--- src/rtl/ldg_pkg.sv ---
package ldg_pkg;
  localparam int BYTE_W = 8;
  localparam int ADDR_W = 2 * BYTE_W;
  localparam int TS_W   = 5;
  localparam int RC_W   = 3;
  localparam int NB_W   = 3;

  localparam logic [BYTE_W-1:0] OP_PFX_IX = 8'hDD;
  localparam logic [BYTE_W-1:0] OP_PFX_IY = 8'hFD;
  localparam logic [BYTE_W-1:0] OP_PFX_ED = 8'hED;

  typedef enum logic [3:0] {
    K_REG = 4'd0, K_HL = 4'd1, K_BC = 4'd2, K_DE = 4'd3, K_IX = 4'd4,
    K_IY = 4'd5, K_DIR = 4'd6, K_IMM = 4'd7, K_I = 4'd8, K_R = 4'd9
  } kind_e;

  typedef enum logic [1:0] {CTX_BASE, CTX_IX, CTX_IY, CTX_ED} ctx_e;

  typedef struct packed {
    logic            legal;
    logic            pfx;
    ctx_e            pfx_ctx;
    kind_e           dk;
    kind_e           sk;
    logic [RC_W-1:0] dr;
    logic [RC_W-1:0] sr;
    logic            need_disp;
    logic            need_imm;
    logic            need_addr;
    logic [TS_W-1:0] ts;
    logic            fl;
  } plan_t;

  typedef struct packed {
    kind_e             dk;
    kind_e             sk;
    logic [RC_W-1:0]   dr;
    logic [RC_W-1:0]   sr;
    logic [BYTE_W-1:0] disp;
    logic [BYTE_W-1:0] imm;
    logic [ADDR_W-1:0] addr;
    logic [NB_W-1:0]   nb;
    logic [TS_W-1:0]   ts;
    logic              fl;
  } rec_t;
endpackage

--- src/rtl/ldg_classify.sv ---
module ldg_classify
  import ldg_pkg::*;
#(
  parameter int IR_STATES = 9
) (
  input  ctx_e              ctx_i,
  input  logic [BYTE_W-1:0] byte_i,
  output plan_t             plan_o
);
  localparam logic [TS_W-1:0] TS_RR  = TS_W'(4);
  localparam logic [TS_W-1:0] TS_MEM = TS_W'(7);
  localparam logic [TS_W-1:0] TS_HLN = TS_W'(10);
  localparam logic [TS_W-1:0] TS_DIR = TS_W'(13);
  localparam logic [TS_W-1:0] TS_IDX = TS_W'(19);
  localparam logic [TS_W-1:0] TS_IR  = TS_W'(IR_STATES);
  localparam logic [RC_W-1:0] RC_MEM = 3'b110;
  localparam logic [RC_W-1:0] RC_A   = 3'b111;

  logic [RC_W-1:0] fd, fs;
  logic            is_mov, is_ldi;
  kind_e           idx_k;

  assign fd     = byte_i[5:3];
  assign fs     = byte_i[2:0];
  assign is_mov = (byte_i[7:6] == 2'b01);
  assign is_ldi = (byte_i[7:6] == 2'b00) && (fs == RC_MEM);
  assign idx_k  = (ctx_i == CTX_IY) ? K_IY : K_IX;

  always_comb begin
    plan_o = '0;
    unique case (ctx_i)
      CTX_BASE: begin
        if (byte_i == OP_PFX_IX || byte_i == OP_PFX_IY || byte_i == OP_PFX_ED) begin
          plan_o.legal   = 1'b1;
          plan_o.pfx     = 1'b1;
          plan_o.pfx_ctx = (byte_i == OP_PFX_IX) ? CTX_IX :
                           (byte_i == OP_PFX_IY) ? CTX_IY : CTX_ED;
        end else if (is_mov && !(fd == RC_MEM && fs == RC_MEM)) begin
          plan_o.legal = 1'b1;
          plan_o.dk    = (fd == RC_MEM) ? K_HL : K_REG;
          plan_o.dr    = (fd == RC_MEM) ? '0 : fd;
          plan_o.sk    = (fs == RC_MEM) ? K_HL : K_REG;
          plan_o.sr    = (fs == RC_MEM) ? '0 : fs;
          plan_o.ts    = (fd == RC_MEM || fs == RC_MEM) ? TS_MEM : TS_RR;
        end else if (is_ldi) begin
          plan_o.legal    = 1'b1;
          plan_o.need_imm = 1'b1;
          plan_o.dk       = (fd == RC_MEM) ? K_HL : K_REG;
          plan_o.dr       = (fd == RC_MEM) ? '0 : fd;
          plan_o.sk       = K_IMM;
          plan_o.ts       = (fd == RC_MEM) ? TS_HLN : TS_MEM;
        end else begin
          unique case (byte_i)
            8'h0A, 8'h1A: begin
              plan_o.legal = 1'b1;
              plan_o.dk = K_REG; plan_o.dr = RC_A;
              plan_o.sk = byte_i[4] ? K_DE : K_BC;
              plan_o.ts = TS_MEM;
            end
            8'h02, 8'h12: begin
              plan_o.legal = 1'b1;
              plan_o.dk = byte_i[4] ? K_DE : K_BC;
              plan_o.sk = K_REG; plan_o.sr = RC_A;
              plan_o.ts = TS_MEM;
            end
            8'h3A: begin
              plan_o.legal = 1'b1; plan_o.need_addr = 1'b1;
              plan_o.dk = K_REG; plan_o.dr = RC_A; plan_o.sk = K_DIR;
              plan_o.ts = TS_DIR;
            end
            8'h32: begin
              plan_o.legal = 1'b1; plan_o.need_addr = 1'b1;
              plan_o.dk = K_DIR; plan_o.sk = K_REG; plan_o.sr = RC_A;
              plan_o.ts = TS_DIR;
            end
            default: plan_o.legal = 1'b0;
          endcase
        end
      end
      CTX_IX, CTX_IY: begin
        if (is_mov && fd == RC_MEM && fs != RC_MEM) begin
          plan_o.legal = 1'b1; plan_o.need_disp = 1'b1;
          plan_o.dk = idx_k; plan_o.sk = K_REG; plan_o.sr = fs;
          plan_o.ts = TS_IDX;
        end else if (is_mov && fs == RC_MEM && fd != RC_MEM) begin
          plan_o.legal = 1'b1; plan_o.need_disp = 1'b1;
          plan_o.dk = K_REG; plan_o.dr = fd; plan_o.sk = idx_k;
          plan_o.ts = TS_IDX;
        end else if (byte_i == 8'h36) begin
          plan_o.legal = 1'b1; plan_o.need_disp = 1'b1; plan_o.need_imm = 1'b1;
          plan_o.dk = idx_k; plan_o.sk = K_IMM;
          plan_o.ts = TS_IDX;
        end
      end
      CTX_ED: begin
        unique case (byte_i)
          8'h57, 8'h5F: begin
            plan_o.legal = 1'b1; plan_o.fl = 1'b1;
            plan_o.dk = K_REG; plan_o.dr = RC_A;
            plan_o.sk = byte_i[3] ? K_R : K_I;
            plan_o.ts = TS_IR;
          end
          8'h47, 8'h4F: begin
            plan_o.legal = 1'b1;
            plan_o.dk = byte_i[3] ? K_R : K_I;
            plan_o.sk = K_REG; plan_o.sr = RC_A;
            plan_o.ts = TS_IR;
          end
          default: plan_o.legal = 1'b0;
        endcase
      end
      default: plan_o = '0;
    endcase
  end
endmodule

--- src/rtl/ldg_seq.sv ---
module ldg_seq
  import ldg_pkg::*;
(
  input  logic              clk,
  input  logic              rst_n,
  input  logic              vld_i,
  input  logic [BYTE_W-1:0] byte_i,
  input  plan_t             plan_i,
  output ctx_e              ctx_o,
  output logic              fin_o,
  output logic              ill_o,
  output rec_t              rec_o
);
  typedef enum logic [2:0] {S_IDLE, S_PFX, S_DISP, S_IMM, S_ALO, S_AHI} st_e;

  st_e               state_q, state_d;
  ctx_e              ctx_q, ctx_d;
  plan_t             plan_q, plan_d;
  logic [BYTE_W-1:0] disp_q, disp_d, imm_q, imm_d, lo_q, lo_d;
  logic [NB_W-1:0]   nb_q, nb_d;
  logic              use_new;
  plan_t             pl;

  assign ctx_o = (state_q == S_PFX) ? ctx_q : CTX_BASE;

  always_comb begin
    state_d = state_q; ctx_d = ctx_q; plan_d = plan_q;
    disp_d = disp_q; imm_d = imm_q; lo_d = lo_q; nb_d = nb_q;
    fin_o = 1'b0; ill_o = 1'b0; use_new = 1'b0;
    if (vld_i) begin
      unique case (state_q)
        S_IDLE, S_PFX: begin
          nb_d    = (state_q == S_IDLE) ? NB_W'(1) : nb_q + NB_W'(1);
          disp_d  = '0; imm_d = '0; lo_d = '0;
          use_new = 1'b1;
          if (!plan_i.legal) begin
            ill_o = 1'b1; state_d = S_IDLE; ctx_d = CTX_BASE;
          end else if (plan_i.pfx) begin
            state_d = S_PFX; ctx_d = plan_i.pfx_ctx;
          end else begin
            plan_d = plan_i; ctx_d = CTX_BASE;
            if (plan_i.need_disp)      state_d = S_DISP;
            else if (plan_i.need_imm)  state_d = S_IMM;
            else if (plan_i.need_addr) state_d = S_ALO;
            else begin fin_o = 1'b1; state_d = S_IDLE; end
          end
        end
        S_DISP: begin
          disp_d = byte_i; nb_d = nb_q + NB_W'(1);
          if (plan_q.need_imm) state_d = S_IMM;
          else begin fin_o = 1'b1; state_d = S_IDLE; end
        end
        S_IMM: begin
          imm_d = byte_i; nb_d = nb_q + NB_W'(1);
          fin_o = 1'b1; state_d = S_IDLE;
        end
        S_ALO: begin
          lo_d = byte_i; nb_d = nb_q + NB_W'(1); state_d = S_AHI;
        end
        S_AHI: begin
          nb_d = nb_q + NB_W'(1); fin_o = 1'b1; state_d = S_IDLE;
        end
        default: state_d = S_IDLE;
      endcase
    end
  end

  always_comb begin
    pl         = use_new ? plan_i : plan_q;
    rec_o.dk   = pl.dk;
    rec_o.sk   = pl.sk;
    rec_o.dr   = pl.dr;
    rec_o.sr   = pl.sr;
    rec_o.ts   = pl.ts;
    rec_o.fl   = pl.fl;
    rec_o.disp = disp_d;
    rec_o.imm  = imm_d;
    rec_o.addr = (state_q == S_AHI) ? {byte_i, lo_q} : '0;
    rec_o.nb   = nb_d;
  end

  always_ff @(posedge clk or negedge rst_n) begin
    if (!rst_n) begin
      state_q <= S_IDLE; ctx_q <= CTX_BASE; plan_q <= '0;
      disp_q <= '0; imm_q <= '0; lo_q <= '0; nb_q <= '0;
    end else if (vld_i) begin
      state_q <= state_d; ctx_q <= ctx_d; plan_q <= plan_d;
      disp_q <= disp_d; imm_q <= imm_d; lo_q <= lo_d; nb_q <= nb_d;
    end
  end

  p_gap_hold_r12: assert property (@(posedge clk) disable iff (!rst_n)
    !vld_i |=> $stable(state_q) && $stable(nb_q) && $stable(disp_q));
  p_ill_idle_r11: assert property (@(posedge clk) disable iff (!rst_n)
    ill_o |=> state_q == S_IDLE && ctx_o == CTX_BASE);
  p_disp_plan_r5: assert property (@(posedge clk) disable iff (!rst_n)
    state_q == S_DISP |-> plan_q.legal && !plan_q.pfx && plan_q.need_disp &&
                          plan_q.pfx_ctx == CTX_BASE);
  p_addr_plan_r8: assert property (@(posedge clk) disable iff (!rst_n)
    state_q == S_ALO |-> plan_q.need_addr);
endmodule

--- src/rtl/ldg_decoder.sv ---
module ldg_decoder
  import ldg_pkg::*;
#(
  parameter int IR_STATES   = 9,
  parameter int SYNC_STAGES = 2
) (
  input  logic              clk,
  input  logic              rst_n,
  input  logic              byte_valid_i,
  input  logic [BYTE_W-1:0] byte_i,
  output logic              done_o,
  output logic              illegal_o,
  output logic [3:0]        dst_kind_o,
  output logic [3:0]        src_kind_o,
  output logic [RC_W-1:0]   dst_reg_o,
  output logic [RC_W-1:0]   src_reg_o,
  output logic [BYTE_W-1:0] disp_o,
  output logic [BYTE_W-1:0] imm_o,
  output logic [ADDR_W-1:0] addr_o,
  output logic [NB_W-1:0]   nbytes_o,
  output logic [TS_W-1:0]   tstates_o,
  output logic              flag_upd_o
);
  logic [SYNC_STAGES-1:0] sync_q;
  logic  srst_n;
  ctx_e  ctx;
  plan_t plan;
  logic  fin, ill;
  rec_t  rec_d, rec_q;
  logic  done_q, ill_q;

  always_ff @(posedge clk or negedge rst_n) begin
    if (!rst_n) sync_q <= '0;
    else        sync_q <= {sync_q[SYNC_STAGES-2:0], 1'b1};
  end
  assign srst_n = sync_q[SYNC_STAGES-1];

  ldg_classify #(.IR_STATES(IR_STATES)) u_cls (
    .ctx_i(ctx), .byte_i(byte_i), .plan_o(plan)
  );

  ldg_seq u_seq (
    .clk(clk), .rst_n(srst_n), .vld_i(byte_valid_i), .byte_i(byte_i),
    .plan_i(plan), .ctx_o(ctx), .fin_o(fin), .ill_o(ill), .rec_o(rec_d)
  );

  always_ff @(posedge clk or negedge srst_n) begin
    if (!srst_n) begin
      done_q <= 1'b0; ill_q <= 1'b0; rec_q <= '0;
    end else begin
      done_q <= fin;
      ill_q  <= ill;
      if (fin) rec_q <= rec_d;
    end
  end

  assign done_o     = done_q;
  assign illegal_o  = ill_q;
  assign dst_kind_o = rec_q.dk;
  assign src_kind_o = rec_q.sk;
  assign dst_reg_o  = rec_q.dr;
  assign src_reg_o  = rec_q.sr;
  assign disp_o     = rec_q.disp;
  assign imm_o      = rec_q.imm;
  assign addr_o     = rec_q.addr;
  assign nbytes_o   = rec_q.nb;
  assign tstates_o  = rec_q.ts;
  assign flag_upd_o = rec_q.fl;

  p_mutex_r13: assert property (@(posedge clk) disable iff (!srst_n)
    !(done_o && illegal_o));
  p_done_byte_r12: assert property (@(posedge clk) disable iff (!srst_n)
    done_o |-> $past(byte_valid_i));
  p_ir_flags_r10: assert property (@(posedge clk) disable iff (!srst_n)
    done_o && flag_upd_o |-> (rec_q.sk == K_I || rec_q.sk == K_R) &&
                             rec_q.dk == K_REG && nbytes_o == NB_W'(2));
  p_idx_len_r5: assert property (@(posedge clk) disable iff (!srst_n)
    done_o && (rec_q.dk inside {K_IX, K_IY} || rec_q.sk inside {K_IX, K_IY})
      |-> tstates_o == TS_W'(19) && nbytes_o >= NB_W'(3));
  p_dir_len_r8: assert property (@(posedge clk) disable iff (!srst_n)
    done_o && (rec_q.dk == K_DIR || rec_q.sk == K_DIR)
      |-> tstates_o == TS_W'(13) && nbytes_o == NB_W'(3));
endmodule

--- config.mk ---
export PLATFORM = sky130hd
export DESIGN_NAME = ldg_decoder
export DESIGN_NICKNAME = d
export VERILOG_FILES = /design/src/rtl/ldg_pkg.sv /design/src/rtl/ldg_classify.sv /design/src/rtl/ldg_seq.sv /design/src/rtl/ldg_decoder.sv
export SDC_FILE = /design/constraint.sdc
export NUM_CORES = 1
export LEC_CHECK = 0
export ABC_AREA = 1
export BUFFER_PORTS_ARGS = -buffer_cell sky130_fd_sc_hd__buf_4
export CORE_ASPECT_RATIO = 1.1
export CORE_UTILIZATION = 40
export DETAILED_ROUTE_END_ITERATION = 12
export MAX_ROUTING_LAYER = met4
export PLACE_DENSITY_LB_ADDON = 0.08
export SYNTH_ARGS = -nofsm -noshare
export SYNTH_HDL_FRONTEND = slang
export SYNTH_HIERARCHICAL = 1
export SYNTH_SLANG_ARGS = --single-unit
--- constraint.sdc ---
create_clock -name clk -period 4.62 [get_ports clk]
set_clock_uncertainty 0.05 [all_clocks]
set_input_delay 0.462 -clock clk [delete_from_list [all_inputs] [get_ports clk]]
set_output_delay 0.462 -clock clk [all_outputs]
set_load 0.005 [all_outputs]
==> results <==
- The post-synth design cell area is around 5800 um^2.
- The capture point of the critical path is src_reg_o[0].
- Summing internal, switching and leakage power gives 2.28 mW.
- In this run the clock root is driven by a sky130_fd_sc_hd__clkbuf_16.
- Counting tap cells, the placed design contains a total of slightly above 1,000 instances.
- The total overflow left after global routing is 0.
- The launch instance of the worst register-to-register path is u_seq/state_q[2].
- TritonCTS built the clock tree.
- After the first detailed-routing iteration, the DRC count stood at 363.
- The worst-case setup slack after placement is 1.14 ns.
- The initialized floorplan defines 45 standard-cell rows.
- After the last flow step, the layout net total stands at about 870.
- The count of different cell masters after synthesis is 30.
- The remaining number of nets flagged by the antenna check after routing is 0.
- The power density normalized to cell area is 340 nW/um^2.
- At the later pin of the worst-skew pair, clock insertion delay measures 0.35 ns.
- The worst setup path is captured at a register.
- In this run the register-to-register setup slack is 1.12 ns.
- After layout, the worst path uses 75.7% of the clock period.
- After detailed routing, the average wire length per cell comes to around 14 um.
- Max-cap violations in this run came to 0.
- The terminus of the critical flop-to-flop path is src_reg_o[0].
- The normalized max-slew margin is between 20 and 30%.
- The post-route setup TNS is 0 ns.
- The number of global-route vias before repair was 4,815.
- The start-to-end type of the worst setup path is register to register.
- The via total after detailed routing is 5,085.
- The depth of the CTS H-tree is 3.
- STA puts the critical path data required time at just under 5 ns.
- The total clock buffers created by CTS is 9.
- The largest vdd supply drop is about 0.00023 V.
- Setup repair after global routing left no endpoint under its margin.
- The path class of the tightest hold or removal check is register to register.
- The flow ran to the end, and the final reports show no timing, DRC or antenna violations.
- The floorplan die width is between 100 and 150 um.
- The hold violation total from the final report is 0.
- The final count of pins violating max slew is 0.
- Global routing used 22.5% of the available tracks.
- Across all hold checks on the routed design, the worst slack comes to 0.308 ns.
- Dividing the synthesized area by the synthesized cell count gives around 7.3 um^2.
- The quantity of gates resized following cts is 0.
- The congestion estimate from routability-driven global placement came to 0.857.
- The synthesized netlist net count is 812.
- The data arrival time of the critical path is ~3.7 ns.
- Based on the critical path, the design can be clocked at up to 0.286 GHz.
- Setup violations remaining at the end of the flow were counted as 0.
- Leaving out fill and tap cells, the most frequent cell in the layout is sky130_fd_sc_hd__nand2_1.
- Port buffering added between 60 and 70 buffers.
- In the routed layout, each cell is associated on average with a via count of 4.88.
- Counting every sink on the clock net gives 112.
- The buffer depth of the longest clock path is 2.
- The first element of the critical path is u_seq/state_q[2].
- The pin count of the biggest net entering global routing is 80.
- The core region is 14,000 um^2.
- For the pin with the worst max-slew slack, the measured transition is 1.07 ns.
- In the layout the commonest cells are sky130_fd_sc_hd__nand2_1 (361), sky130_fd_sc_hd__dfrtp_1 (111), sky130_fd_sc_hd__inv_1 (82).
- Along the worst path, the maximum fanout reaches 56.
- The worst hold path begins at sync_q[0].
- For this design the static power due to leakage is 3.81 nW.
- The final critical path time including I/O delays and setup is 3.50 ns.
- For this run, the register share of the synthesized area comes to 48.3%.
- The number of warnings issued by yosys is 6.
- Counting flops and latches in the post-synthesis netlist gives 112.
- The post-layout instance count excluding filler cells is between 1,000 and 1,500.
- Along the worst hold path, the cell count comes to 0.
- The area growth from synthesis to layout is 15.8%.
- The first global-routing pass estimated 24,900 um of wire.
- Across all setup checks in the final design, the least slack found is 1.12 ns.
- The startpoint kind of the worst setup timing path is a register.
- The total I/O pin count is roughly 70.
- The floorplan step defined a die boundary enclosing 15,000 um^2.
- The synthesized instance count is 794.
- The post-route netlist has a little over an eighth of its cells at a drive strength greater than 1.
- The initial standard-cell utilization of the core is 41.6%.
- The vertical die dimension is 128 um.
- In the routed design, unresolved DRC markers number 0.
- The initial antenna violation count is 0.
- The worst-case reg-to-reg path depth is 16.
- The total wire length after detailed routing is 15,100 um.
- 0 antenna diodes ended up in the layout.
- After clock tree synthesis, the clock-pin slew on the worst setup and hold paths is 0.07 ns.
- The first TritonRoute pass finished after 5 iterations.
- The wire-length estimate of the detail-placed layout is 10,700 um.
[worst min-delay path by stage]
stage,endpoint,slack [ns]
global route,sync_q[1],0.33
finish,sync_q[1],0.31
global placement,sync_q[0],0.19
floorplan,sync_q[0],0.12
CTS,sync_q[1],0.32
detailed placement,sync_q[0],0.20
[final cells by class]
type                            count  area, um^2
Clock inverter                      6        97.6
Multi-Input combinational cell    568        2490
Timing Repair Buffer               71         536
Tap cell                          188         235
Inverter                           87         327
Clock buffer                       10         229
Fill cell                        1478        7240
Sequential cell                   112        2810
[worst max-delay path: stages (launching register included)]
cell,delay (ns)
sky130_fd_sc_hd__dfrtp_1,0.47
sky130_fd_sc_hd__inv_1,0.15
sky130_fd_sc_hd__nand3_1,0.12
sky130_fd_sc_hd__nor2_1,0.21
sky130_fd_sc_hd__inv_1,0.11
sky130_fd_sc_hd__ha_1,0.50
sky130_fd_sc_hd__nand2_1,0.17
sky130_fd_sc_hd__nand2_1,0.10
sky130_fd_sc_hd__nand2_1,0.07
sky130_fd_sc_hd__nand2_1,0.12
sky130_fd_sc_hd__nand2_1,0.09
sky130_fd_sc_hd__nor2_2,0.19
sky130_fd_sc_hd__nand3b_1,0.15
sky130_fd_sc_hd__o21ai_4,0.18
sky130_fd_sc_hd__buf_4,0.52
sky130_fd_sc_hd__nand2_1,0.12
sky130_fd_sc_hd__nand2_1,0.09
[report_power, final]
| part | switching (mW) | leakage [nW] | internal [mW] |
|---|---|---|---|
| Sequential | 0.0523 | 1.53 | 1.05 |
| Combinational | 0.206 | 2.12 | 0.119 |
| Clock | 0.370 | 0.160 | 0.485 |
| Total | 0.629 | 3.81 | 1.65 |
[synthesized netlist by cell type]
cell type,n,area share [%]
sky130_fd_sc_hd__nor3_4,1,0.28
sky130_fd_sc_hd__o22ai_1,2,0.22
sky130_fd_sc_hd__a21oi_1,7,0.60
sky130_fd_sc_hd__nand4_1,6,0.65
sky130_fd_sc_hd__conb_1,1,0.065
sky130_fd_sc_hd__buf_4,2,0.26
sky130_fd_sc_hd__o2bb2ai_1,1,0.15
sky130_fd_sc_hd__ha_1,7,1.5
sky130_fd_sc_hd__nor2_4,2,0.39
sky130_fd_sc_hd__nor2_2,5,0.54
sky130_fd_sc_hd__buf_6,5,0.97
sky130_fd_sc_hd__o21ai_1,13,1.1
sky130_fd_sc_hd__nor3_2,1,0.17
sky130_fd_sc_hd__o21ai_2,7,1.1
sky130_fd_sc_hd__dfrtp_1,112,48
sky130_fd_sc_hd__clkbuf_8,4,0.95
sky130_fd_sc_hd__nand3b_1,1,0.13
sky130_fd_sc_hd__nand2_2,3,0.32
sky130_fd_sc_hd__inv_2,5,0.32
sky130_fd_sc_hd__buf_1,1,0.065
sky130_fd_sc_hd__inv_1,82,5.3
sky130_fd_sc_hd__o21ai_0,48,4.1
sky130_fd_sc_hd__buf_2,10,0.86
sky130_fd_sc_hd__nand2_4,1,0.19
sky130_fd_sc_hd__nor2_1,50,3.2
sky130_fd_sc_hd__nand3_1,42,3.6
sky130_fd_sc_hd__nand3_2,2,0.34
sky130_fd_sc_hd__clkbuf_1,5,0.32
sky130_fd_sc_hd__nor3_1,6,0.52
sky130_fd_sc_hd__nand2_1,362,23
[cells by family (layout without fill, tap and decap cells)]
family / after synthesis / after routing / share of synthesized area (%)
compound gates: 78 / 78 / 7.29
fa+ha+maj: 7 / 7 / 1.51
buf+inv: 114 / 174 / 9.05
flops: 112 / 112 / 48.3
other cells: 1 / 1 / 0.0646
simple gates: 482 / 482 / 33.8
[repair_timing]
item                                   4_1_cts  5_1_grt
hold buffers                                 1        0
setup buffers                                0        0
endpoints found under the hold margin        2        0
[registers in the layout (all words and copies together) (netlist names)]
signal and count:
src_kind_o 4, disp_o 8, u_seq/imm_q 8, nbytes_o 3, addr_o 16, u_seq/disp_q 8
dst_kind_o 4, u_seq/ctx_q 2, illegal_o 1, src_reg_o 3, u_seq/plan_q 21, u_seq/lo_q 8
dst_reg_o 3, u_seq/nb_q 3, sync_q 2, flag_upd_o 1, u_seq/state_q 3, done_o 1
imm_o 8, tstates_o 5
[layer usage]
layer	routed length [um]	vias to the layer above	global-route usage [%]
met4	140	0	5.96
met3	548	12	3.91
li1	-	2563	-
met5	0	-	-
met1	7420	2410	30.5
met2	6980	100	34.8
[through the flow]
step	area [um^2]	util [%]
3_5_place_dp	6380	45.7
5_1_grt	6720	48.1
4_1_cts	6720	48.1
2_1_floorplan	5800	-
6_report	6720	48.1
3_3_place_gp	6380	45.7
(Power assumes the default switching activity.)
